==> config.mk <==
export PLATFORM = sky130hd
export DESIGN_NAME = addr_unit
export DESIGN_NICKNAME = d
export VERILOG_FILES = /design/src/rtl/addr_unit.sv
export SDC_FILE = /design/constraint.sdc
export NUM_CORES = 1
export LEC_CHECK = 0
export ABC_AREA = 0
export ABC_CLOCK_PERIOD_IN_PS = 3500
export BUFFER_PORTS_ARGS = -buffer_cell sky130_fd_sc_hd__clkbuf_2
export CORE_MARGIN = 2
export CORE_UTILIZATION = 38
export DETAILED_ROUTE_END_ITERATION = 12
export MAX_ROUTING_LAYER = met4
export PLACE_DENSITY = 0.54
export SYNTH_ARGS = -nofsm -noshare
export SYNTH_HDL_FRONTEND = slang
export SYNTH_SLANG_ARGS = --single-unit
==> constraint.sdc <==
create_clock -name clk -period 3.5 [get_ports clk]
set_input_delay 0 -clock clk [delete_from_list [all_inputs] [get_ports clk]]
set_output_delay 0 -clock clk [all_outputs]
set_load 0.03 [all_outputs]
==> src/rtl/addr_unit.sv <==
module addr_unit (
  input  logic        clk,
  input  logic        rst_n,
  input  logic        start,
  input  logic [3:0]  mode,
  input  logic        is_store,
  input  logic        taken,
  input  logic [7:0]  idx_x,
  input  logic [7:0]  idx_y,
  input  logic [7:0]  sp_in,
  input  logic [15:0] pc_in,
  output logic        mem_rd,
  output logic [15:0] mem_addr,
  input  logic [7:0]  mem_data,
  output logic        done,
  output logic [15:0] eff_addr,
  output logic [15:0] link_addr,
  output logic [2:0]  cycles
);
  localparam logic [3:0] M_ZP = 4'd0, M_ZPX = 4'd1, M_ZPY = 4'd2, M_ABS = 4'd3,
                         M_ABSX = 4'd4, M_ABSY = 4'd5, M_INDX = 4'd6, M_INDY = 4'd7,
                         M_REL = 4'd8, M_JMPI = 4'd9, M_CALL = 4'd10, M_RET = 4'd11;

  typedef enum logic [2:0] {S_IDLE, S_A, S_B, S_C, S_D, S_E} st_t;
  st_t st;

  logic [3:0]  md;
  logic        wr_q, tk_q;
  logic [7:0]  x_q, y_q, sp_q, lo_q, zp_q;
  logic [15:0] pc_q, ptr_q;

  logic        fin;
  logic [15:0] res;
  logic [2:0]  cyc;

  wire [15:0] word   = {mem_data, lo_q};
  wire [7:0]  ix     = (md == M_ABSX) ? x_q : y_q;
  wire [15:0] isum   = word + {8'h00, ix};
  wire        icross = isum[15:8] != mem_data;
  wire [15:0] nxt    = pc_q + 16'd1;
  wire [15:0] tgt    = nxt + {{8{mem_data[7]}}, mem_data};
  wire        bcross = tgt[15:8] != nxt[15:8];
  wire        one_byte = (md == M_ZP) || (md == M_ZPX) || (md == M_ZPY) || (md == M_REL);
  wire        zp_ind   = (md == M_INDX) || (md == M_INDY);

  always_comb begin
    mem_rd = 1'b0;
    mem_addr = 16'h0000;
    fin = 1'b0;
    res = 16'h0000;
    cyc = 3'd0;
    case (st)
      S_A: begin
        mem_rd = 1'b1;
        mem_addr = (md == M_RET) ? {8'h01, sp_q + 8'd1} : pc_q;
      end
      S_B: begin
        if (one_byte) begin
          fin = 1'b1;
          case (md)
            M_ZPX:   begin res = {8'h00, mem_data + x_q}; cyc = 3'd4; end
            M_ZPY:   begin res = {8'h00, mem_data + y_q}; cyc = 3'd4; end
            M_REL:   begin
              res = tk_q ? tgt : nxt;
              cyc = !tk_q ? 3'd2 : (bcross ? 3'd4 : 3'd3);
            end
            default: begin res = {8'h00, mem_data}; cyc = 3'd3; end
          endcase
        end else begin
          mem_rd = 1'b1;
          if (md == M_INDX)      mem_addr = {8'h00, mem_data + x_q};
          else if (md == M_INDY) mem_addr = {8'h00, mem_data};
          else if (md == M_RET)  mem_addr = {8'h01, sp_q + 8'd2};
          else                   mem_addr = pc_q + 16'd1;
        end
      end
      S_C: begin
        case (md)
          M_INDX, M_INDY: begin mem_rd = 1'b1; mem_addr = {8'h00, zp_q + 8'd1}; end
          M_JMPI:         begin mem_rd = 1'b1; mem_addr = word; end
          M_ABSX, M_ABSY: begin
            fin = 1'b1; res = isum;
            cyc = wr_q ? 3'd5 : (icross ? 3'd5 : 3'd4);
          end
          M_CALL:  begin fin = 1'b1; res = word; cyc = 3'd6; end
          M_RET:   begin fin = 1'b1; res = word + 16'd1; cyc = 3'd6; end
          default: begin fin = 1'b1; res = word; cyc = 3'd4; end
        endcase
      end
      S_D: begin
        if (md == M_JMPI) begin
          mem_rd = 1'b1; mem_addr = ptr_q + 16'd1;
        end else if (md == M_INDY) begin
          fin = 1'b1; res = isum;
          cyc = wr_q ? 3'd6 : (icross ? 3'd6 : 3'd5);
        end else begin
          fin = 1'b1; res = word; cyc = 3'd6;
        end
      end
      S_E: begin fin = 1'b1; res = word; cyc = 3'd5; end
      default: ;
    endcase
  end

  always_ff @(posedge clk or negedge rst_n) begin
    if (!rst_n) begin
      st <= S_IDLE;
      md <= M_ZP;
      {wr_q, tk_q} <= 2'b00;
      {x_q, y_q, sp_q, lo_q, zp_q} <= '0;
      pc_q <= 16'h0000;
      ptr_q <= 16'h0000;
      done <= 1'b0;
      eff_addr <= 16'h0000;
      link_addr <= 16'h0000;
      cycles <= 3'd0;
    end else begin
      done <= fin;
      if (fin) begin
        eff_addr <= res;
        cycles <= cyc;
        link_addr <= pc_q + 16'd1;
      end
      case (st)
        S_IDLE: if (start) begin
          st <= S_A;
          md <= mode; wr_q <= is_store; tk_q <= taken;
          x_q <= idx_x; y_q <= idx_y; sp_q <= sp_in; pc_q <= pc_in;
        end
        S_A: st <= S_B;
        S_B: begin
          lo_q <= mem_data;
          zp_q <= (md == M_INDX) ? mem_data + x_q : mem_data;
          st <= fin ? S_IDLE : S_C;
        end
        S_C: begin
          lo_q <= mem_data;
          ptr_q <= word;
          st <= fin ? S_IDLE : S_D;
        end
        S_D: begin
          lo_q <= mem_data;
          st <= fin ? S_IDLE : S_E;
        end
        default: st <= S_IDLE;
      endcase
    end
  end

  assert_zp_page_R1: assert property (@(posedge clk) disable iff (!rst_n)
    done && (md == M_ZPX || md == M_ZPY) |-> eff_addr[15:8] == 8'h00);
  assert_ptr_page_R2: assert property (@(posedge clk) disable iff (!rst_n)
    mem_rd && zp_ind && (st == S_B || st == S_C) |-> mem_addr[15:8] == 8'h00);
  assert_read_cost_R4: assert property (@(posedge clk) disable iff (!rst_n)
    done && !wr_q && (md == M_ABSX || md == M_ABSY) |-> (cycles == 3'd4 || cycles == 3'd5));
  assert_store_cost_R5: assert property (@(posedge clk) disable iff (!rst_n)
    done && wr_q && (md == M_ABSX || md == M_ABSY) |-> cycles == 3'd5);
  assert_branch_cost_R6: assert property (@(posedge clk) disable iff (!rst_n)
    done && md == M_REL |-> (cycles >= 3'd2 && cycles <= 3'd4));
  assert_single_pulse_R10: assert property (@(posedge clk) disable iff (!rst_n)
    done |=> !done);
endmodule

==> flow_metrics.tcl, run 1 <==
set metrics [dict create \
    synth_nets 1184 \
    overflow 0 \
    grt_max_degree 45 \
    dp_hpwl_um 25110 \
    synth_cells 1078 \
    grt_pass1_wl_um 51410 \
    critPathCaptureType "register" \
    die-area_um2 25330 \
    power_mw 13.19 \
    yosys-top-cells-area "dfrtp_1 32%, mux2_2 8.2%, nand2_1 6.3%" \
    mostFrequentLayoutCells "153 x nand2_1, 116 x dfrtp_1, 108 x clkbuf_2" \
    grt_usage_pct 27.12 \
    yosys_register_bits 117 \
    gp_congestion 0.9637 \
    final_layout_size_suffix_gt1_share_pct 25.52 \
    nNetsFinal 1386 \
    cts.path.max_buffers 2 \
    hold_viol_final 0 \
    num_rows 56 \
    crit_fanout 9 \
    die_w_um 159.2 \
    peakVddDrop_v 0.0004308 \
    tightest_slew_ps 807.7 \
    clock-sinks 117 \
    ios 110 \
    status "completed" \
    initial_core_util_pct 38.86 \
    path_class "register to register" \
    synth_ff_type "dfrtp_1" \
    synth_top_cell_by_area "dfrtp_1" \
    final_common_cell "nand2_1" \
    drtIter0Drc 905 \
    insertion_delay_ps 430 \
    maxCapViolCount 0 \
    cp.required_ps 3860 \
    drt-pass1-iter-count 6 \
    leakage_nw 5.148 \
    antenna_found_initial 0 \
    remaining_drc_errors 0 \
    setup_viol 0 \
    routedWlPerCell_um 20.86 \
    critical-path-max-stage-delay_ps 390 \
    powerDensity_nw_per_um2 1122 \
    crit_path_cell_trace "ha_2 > nand2_1 > buf_4 > nor3_4 > xor2_2 > ha_2 > nand4_1 > o22ai_1 > a211o_1 > nor4_2 > nor3_1 > nor4b_2 > nand4_1 > o211ai_2" \
    cts_tree "yes" \
    ctsHtreeMaxLevel 4 \
    start_kind "register" \
    max_clock_freq_mhz 294.3 \
    ys_seq_area_share_pct 32.00 \
    drt_wl_total_um 33620 \
    cp_slowest_cell "dfrtp_1" \
    core_area_um2 23540 \
    synth_cell_types 73 \
    synth-async-reset-ratio_pct 100.0 \
    maxSlewViolCount 0 \
    place.port_buffers 109 \
    cts_root_buf "clkbuf_16" \
    syn_avg_cell_area_um2 8.487 \
    areaGrowthSynthToFinish_pct 28.58 \
    vias 9111 \
    ant_nets 0 \
    period_share_pct 97.08 \
    syn_area_um2 9149 \
    cp.arrival_ps 3760 \
    worst_slack_ps 102.1 \
    grt_pass1_vias 8661 \
    slew_headroom_pct 45.74 \
    min_path_type "input pin to register" \
    fp.dieH_um 159.2 \
    pre_cts_slack_ps 87.03 \
    cts_buffers 17 \
    synth_edf_count 0 \
    synth_top_area_share_pct 32.00 \
    min_period_ps 3398 \
    diodes 0 \
    yosysWarnings 0 \
    fin_skew_ps 8.062 \
    routed_via_density 5.652 \
    cts.reportedPaths.clkPinSlew_ps 60 \
]
## timing repair
| action | CTS | global route |
|---|---|---|
| gates resized for setup | 0 | 30 |
| endpoints found under the setup margin | 0 | 9 |
| endpoints found under the hold margin | 93 | 0 |
| buffers inserted | 0 | 6 |
| hold buffers | 52 | 0 |
## cell families (layout without fill, tap and decap cells)
family	Yosys count	count (layout)	synth area share [%]
XOR/XNOR	89	89	9.232
buffers and inverters	83	298	3.556
AND/OR/NAND/NOR	373	373	18.45
flip-flops	117	117	32.00
AO/OA/AOI/OAI	291	291	20.50
multiplexers	76	76	9.231
adder cells (fa/ha/maj)	49	49	7.030
## final timing paths
path	start	endpoint	cells past startpoint	slack (ps)
max reg2reg	pc_q[1]	cycles[0]	14	100
min in group asynchronous	rst_n	zp_q[5]	2	100
min	mem_data[1]	zp_q[1]	3	20
min reg2reg	link_addr[1]	link_addr[1]	2	470
max in group asynchronous	rst_n	pc_q[2]	3	2410
max	pc_q[1]	cycles[0]	14	100
## where the power goes
part	internal (mW)	switching (mW)
clock network	1.13	0.736
logic	3.48	5.04
registers	2.05	0.758
total	6.66	6.54
## metrics by stage
step	cell area (um2)	util, %	instances	TNS (ps)	hold WS [ps]
6_report	11760	49.97	1612	0	17.02
5_1_grt	11760	49.97	1612	-126.8	25.26
4_1_cts	11600	49.27	1606	0	17.69
3_5_place_dp	10470	44.48	1522	0	34.13
3_3_place_gp	10470	44.48	1522	0	35.99
2_1_floorplan	9173	-	1078	0	-295.6
## area by class of cell
class                      count  area [um2]
timing repair buffer         246        1727
inverter                      20       75.07
sequential                   117        2929
clock buffer                  18       429.2
multi-input combinational    878        6028
clock inverter                14       176.4
fill                        2297       11780
tap                          319       399.1
## Yosys cell counts, drive strengths merged, types with 3 or more instances
cell type / n
o22ai: 8
nor2: 109
and3: 17
a31oi: 17
nand3: 32
nor3: 15
ha: 45
o21bai: 6
a21o: 13
o211ai: 8
a211oi: 20
a221oi: 10
nand4: 10
or2: 3
buf: 14
nor4: 5
and4: 5
o221ai: 12
o31ai: 4
a222oi: 12
fa: 4
o21ai: 80
a2111oi: 5
o311ai: 3
a22oi: 3
nor2b: 3
inv: 20
a21oi: 74
nor4b: 3
nand2: 154
xnor2: 44
mux2: 67
nand2b: 5
xor2: 41
clkbuf: 49
dfrtp: 117
mux2i: 9
## state kept, by name, indices dropped and copies added (netlist names), 3 cells and up
name / cells
pc_q: 16
cycles: 3
sp_q: 8
zp_q: 8
st: 3
y_q: 8
link_addr: 16
x_q: 8
lo_q: 8
eff_addr: 16
md: 4
ptr_q: 16
## metal layers
| metal | up-vias | track usage, % | part of all wire, % |
|---|---|---|---|
| met3 | 60 | 4.090 | 6.4 |
| li1 | 4329 | - | - |
| met1 | 4365 | 38.08 | 47 |
| met4 | 0 | 8.347 | 2.6 |
| met5 | - | - | 0 |
| met2 | 357 | 40.34 | 44 |
## critical path: cells and delay by family, from the launching register on
kind	cells	cell delay (ps)
compound gates	3	670
xor+xnor	1	190
fa+ha+maj	2	580
buf+inv	1	160
flops	1	390
simple gates	7	1330
No activity file was read; power rests on OpenSTA's default activity.
==> inputs of run 2 (changes only) <==
SETUP_SLACK_MARGIN = 0.2   (was unset)
==> flow_metrics.tcl, run 2 (synthesis results as in run 1) <==
set metrics [dict create \
    clock-sinks 117 \
    dr_wl_met3_um 2629 \
    hold_viol_final 0 \
    overflow 0 \
    diodes 0 \
    start_kind "register" \
    path_class "register to register" \
    insertion_delay_ps 430 \
    cp.arrival_ps 3680 \
    remaining_drc_errors 0 \
    grt_pass1_wl_um 52560 \
    rr_startpoint "md[3]" \
    max_clock_freq_mhz 297.7 \
    nNetsFinal 1393 \
    leakage_nw 5.204 \
    period_share_pct 95.99 \
    met2_length_um 15110 \
    final_common_cell "nand2_1" \
    rsz0062_at_grt "true" \
    ctsHtreeMaxLevel 4 \
    core_area_um2 23540 \
    power_mw 13.57 \
    cts_root_buf "clkbuf_16" \
    drt_wl_total_um 34400 \
    worstReg2RegEnd "cycles[1]" \
    maxSlewViolCount 0 \
    powerDensity_nw_per_um2 1137 \
    ant_nets 0 \
    register_area_um2 2928 \
    die_w_um 159.2 \
    routedWlPerCell_um 21.25 \
    grt_usage_pct 27.69 \
    drtIter0Drc 785 \
    num_rows 56 \
    cts_tree "yes" \
    initial_core_util_pct 38.86 \
    grt_max_degree 68 \
    dp_hpwl_um 25460 \
    fill_cells 2288 \
    setup_viol 0 \
    min_path_type "input pin to register" \
    tightest_slew_ps 947.3 \
    reg2regPathDepth 15 \
    drt-pass1-iter-count 5 \
    ios 110 \
    top_layer "met4" \
    gp_congestion 0.9408 \
    final_layout_size_suffix_gt1_share_pct 27.08 \
    cts.reportedPaths.clkPinSlew_ps 60 \
    status "completed" \
    critPathCaptureType "register" \
    antenna_found_initial 1 \
    routed_via_density 5.685 \
    min_period_ps 3360 \
    peakVddDrop_v 0.0004768 \
    areaGrowthSynthToFinish_pct 30.47 \
    wl_met1_um 15790 \
    worst_slack_ps 140.4 \
    cts.path.max_buffers 2 \
    vias 9204 \
    die-area_um2 25330 \
    crit_fanout 6 \
    cp.required_ps 3820 \
    fin_skew_ps 12.03 \
    worstHoldStart "mem_data[3]" \
    cts_buffers 17 \
    mostFrequentLayoutCells "152 x nand2_1, 117 x dfrtp_1, 106 x clkbuf_2" \
    fp.dieH_um 159.2 \
    maxCapViolCount 0 \
    slew_headroom_pct 36.27 \
    r2r_slack_ps 140 \
    pre_cts_slack_ps 113.4 \
    place.port_buffers 109 \
    whs_endpoint "lo_q[3]" \
    grt_pass1_vias 8854 \
    multi_input_area_um2 6141 \
    holdPathStages 2 \
]
run 2: cell types whose count changed in the layout (fill, tap and decap cells not counted), sizes merged:
cell / change
inv: -1
clkinvlp: +2
dlygate4sd3: -2
bufinv: -1
clkbuf: -2
buf: +11
run 2: power by group:
part | switching (mW) | internal [mW]
registers | 0.753 | 2.04
clock network | 0.725 | 1.07
logic | 5.24 | 3.73
run 2: worst max path at each step:
stage | from | endpoint | slack [ps] | cells past startpoint
after CTS | pc_q[6] | cycles[0] | 200 | 15
after detailed placement | md[1] | eff_addr[12] | 110 | 15
after floorplan | md[3] | eff_addr[12] | 120 | 16
final | md[3] | cycles[1] | 140 | 15
after global routing | md[3] | cycles[1] | -50 | 15
after global placement | md[1] | cycles[1] | 180 | 15
run 2: final cells by class:
cell class / instances / share of cell area, %
Sequential cell: 117 / 24.53
Tap cell: 319 / 3.344
Timing Repair Buffer: 253 / 15.09
Inverter: 20 / 0.6289
Multi-Input combinational cell: 878 / 51.45
Clock buffer: 18 / 3.679
Clock inverter: 14 / 1.279
run 2: stage by stage:
step,util [%],hold slack (ps),setup TNS (ps),std cells,area [um2]
2_1_floorplan,-,-295.6,0,1078,9224
3_3_place_gp,44.69,78.53,0,1522,10520
3_5_place_dp,44.69,82.55,0,1522,10520
4_1_cts,49.57,5.155,0,1610,11670
5_1_grt,50.70,32.16,-69.19,1619,11940
6_report,50.70,25.36,0,1619,11940
run 2: per-layer routing:
metal	track usage [%]	up-vias
met4	9.050	0
met1	38.62	4420
met3	4.767	56
met5	-	-
li1	-	4342
met2	40.77	386
run 2: critical path: stages, from the launching register on:
cell,delay [ps]
dfrtp_1,410
nor2_4,140
nand2_2,80
nor2_4,140
mux2_4,340
ha_4,170
fa_2,350
a21o_1,190
a211oi_2,240
nor2_2,80
o41ai_2,300
buf_4,250
o2111ai_2,100
a311o_1,300
o22ai_1,110
a21oi_1,50
run 2: timing repair:
action / CTS / global route
pin swaps: 6 / 20
endpoints found under the hold margin: 99 / 0
hold buffers: 50 / 0
gates resized for setup: 4 / 49
cloned: 1 / 0
endpoints found under the setup margin: 5 / 14
setup buffers: 5 / 9
==> inputs of run 3 (changes only) <==
CORE_UTILIZATION = 45   (was 38)
PLACE_DENSITY = 0.63   (was 0.54)
==> flow_metrics.tcl, run 3 (synthesis results as in run 1) <==
set metrics [dict create \
    setup_viol 0 \
    insertion_delay_ps 430 \
    dp_hpwl_um 23960 \
    hold_viol_final 0 \
    maxCapViolCount 0 \
    grt_max_degree 78 \
    min_period_ps 3378 \
    cts_buffers 17 \
    p_switching_mw 6.756 \
    leakage_nw 5.266 \
    final_layout_size_suffix_gt1_share_pct 28.99 \
    path_class "register to register" \
    ios 110 \
    status "completed" \
    start_kind "register" \
    nNetsFinal 1390 \
    diodes 0 \
    fin_skew_ps 10.93 \
    tightest_slew_ps 1045 \
    critical-path-max-stage-delay_ps 410 \
    grt_pass1_wl_um 51340 \
    min_path_type "input pin to register" \
    r2r_slack_ps 120 \
    grt_usage_pct 31.76 \
    rsz0062_at_grt "true" \
    cp_slowest_cell "dfrtp_1" \
    fp.dieH_um 146.6 \
    netSwitchingFraction_pct 48.63 \
    rr_startpoint "md[1]" \
    clockPowerShare_pct 13.9 \
    crit_path_cell_trace "nor2_4 > nand2_2 > nor2_4 > mux2_4 > ha_4 > fa_2 > a21o_1 > a211oi_2 > nor2_2 > o41ai_4 > buf_4 > buf_6 > buf_6 > buf_4 > nand2_1 > nand2_1 > a211oi_2 > a31oi_1" \
    finalSetupTns_ps 0 \
    drt-pass1-iter-count 7 \
    antenna_found_initial 0 \
    drt_wl_total_um 33200 \
    reg2regPathDepth 18 \
    grt_pass1_vias 8909 \
    cts_tree "yes" \
    ctsHtreeMaxLevel 4 \
    worst_slack_ps 122.1 \
    max_clock_freq_mhz 296.0 \
    vias 9403 \
    pre_cts_slack_ps 95.89 \
    die-area_um2 21490 \
    routed_via_density 6.001 \
    cp.required_ps 3840 \
    slew_headroom_pct 30.31 \
    worstHoldStart "start" \
    place.port_buffers 109 \
    p_comb_share_pct 65.5 \
    holdWs_ps 5.625 \
    initial_core_util_pct 45.51 \
    cts_root_buf "clkbuf_16" \
    remaining_drc_errors 0 \
    final_common_cell "nand2_1" \
    clock-sinks 117 \
    period_share_pct 96.51 \
    holdPathStages 3 \
    peakVddDrop_v 0.0005361 \
    seqPwrFrac_pct 20.6 \
    mostFrequentLayoutCells "151 x nand2_1, 116 x dfrtp_1, 107 x clkbuf_2" \
    powerDensity_nw_per_um2 1148 \
    whs_endpoint "st[0]" \
    critPathCaptureType "register" \
    num_rows 52 \
    core_area_um2 20100 \
    cts.path.max_buffers 2 \
    maxSlewViolCount 0 \
    drtIter0Drc 992 \
    areaGrowthSynthToFinish_pct 32.25 \
    p_int_mw 7.137 \
    die_w_um 146.6 \
    cp.arrival_ps 3720 \
    crit_fanout 6 \
    worstReg2RegEnd "eff_addr[8]" \
    ant_nets 0 \
    power_mw 13.89 \
    gp_congestion 0.9876 \
    overflow 0 \
    routedWlPerCell_um 21.19 \
    cts.reportedPaths.clkPinSlew_ps 60 \
]
-- run 3: repair_timing --
action,in CTS,in global routing
setup buffers,4,19
pin swaps,5,20
hold buffers,49,0
setup endpoints to repair,9,17
gates resized for setup,18,66
gates cloned,1,0
endpoints found under the hold margin,123,0
-- run 3: critical path: cells and delay by family (launching register included) --
family / cells / cell delay (ps)
AO/OA/AOI/OAI: 5 / 1000
AND/OR/NAND/NOR: 6 / 570
adder cells (fa/ha/maj): 2 / 500
buffers and inverters: 4 / 490
flip-flops: 1 / 410
multiplexers: 1 / 320
-- run 3: routing by layer --
metal | up-vias | global-route usage, % | wire, um
li1 | 4346 | - | -
met1 | 4495 | 43.44 | 14500
met2 | 478 | 47.84 | 15020
met3 | 84 | 5.969 | 2701
met4 | 0 | 9.903 | 975
met5 | - | - | 0
-- run 3: worst max-delay path by stage --
| stage | start | endpoint |
|---|---|---|
| 6_report | md[1] | eff_addr[8] |
| 2_1_floorplan | md[3] | eff_addr[12] |
| 4_1_cts | md[1] | cycles[1] |
| 3_3_place_gp | md[1] | eff_addr[8] |
| 5_1_grt | md[1] | eff_addr[14] |
| 3_5_place_dp | pc_q[1] | cycles[2] |
-- run 3: stage by stage --
stage | std cells | area [um2] | utilization [%]
floorplan | 1078 | 9224 | -
global placement | 1462 | 10380 | 51.61
detailed placement | 1462 | 10380 | 51.61
CTS | 1548 | 11660 | 58.00
global route | 1567 | 12100 | 60.18
finish | 1567 | 12100 | 60.18
-- run 3: final cells by class --
type / count / area, um2
clock buffers: 21 / 470.5
clock inverters: 11 / 173.9
fillers: 1783 / 8005
inverters: 20 / 75.07
multi-input cells: 878 / 6340
flip-flops and latches: 117 / 2929
well taps: 270 / 337.8
repair buffers: 250 / 1773
-- run 3: power groups by stage --
stage | sequential, mW | combinational, mW | clock, mW
2_1_floorplan | 2.99 | 5.26 | 0
3_3_place_gp | 2.82 | 8.00 | 0
3_5_place_dp | 2.83 | 8.03 | 0
4_1_cts | 2.82 | 8.46 | 1.94
5_1_grt | 2.95 | 9.78 | 2.01
6_report | 2.87 | 9.09 | 1.93
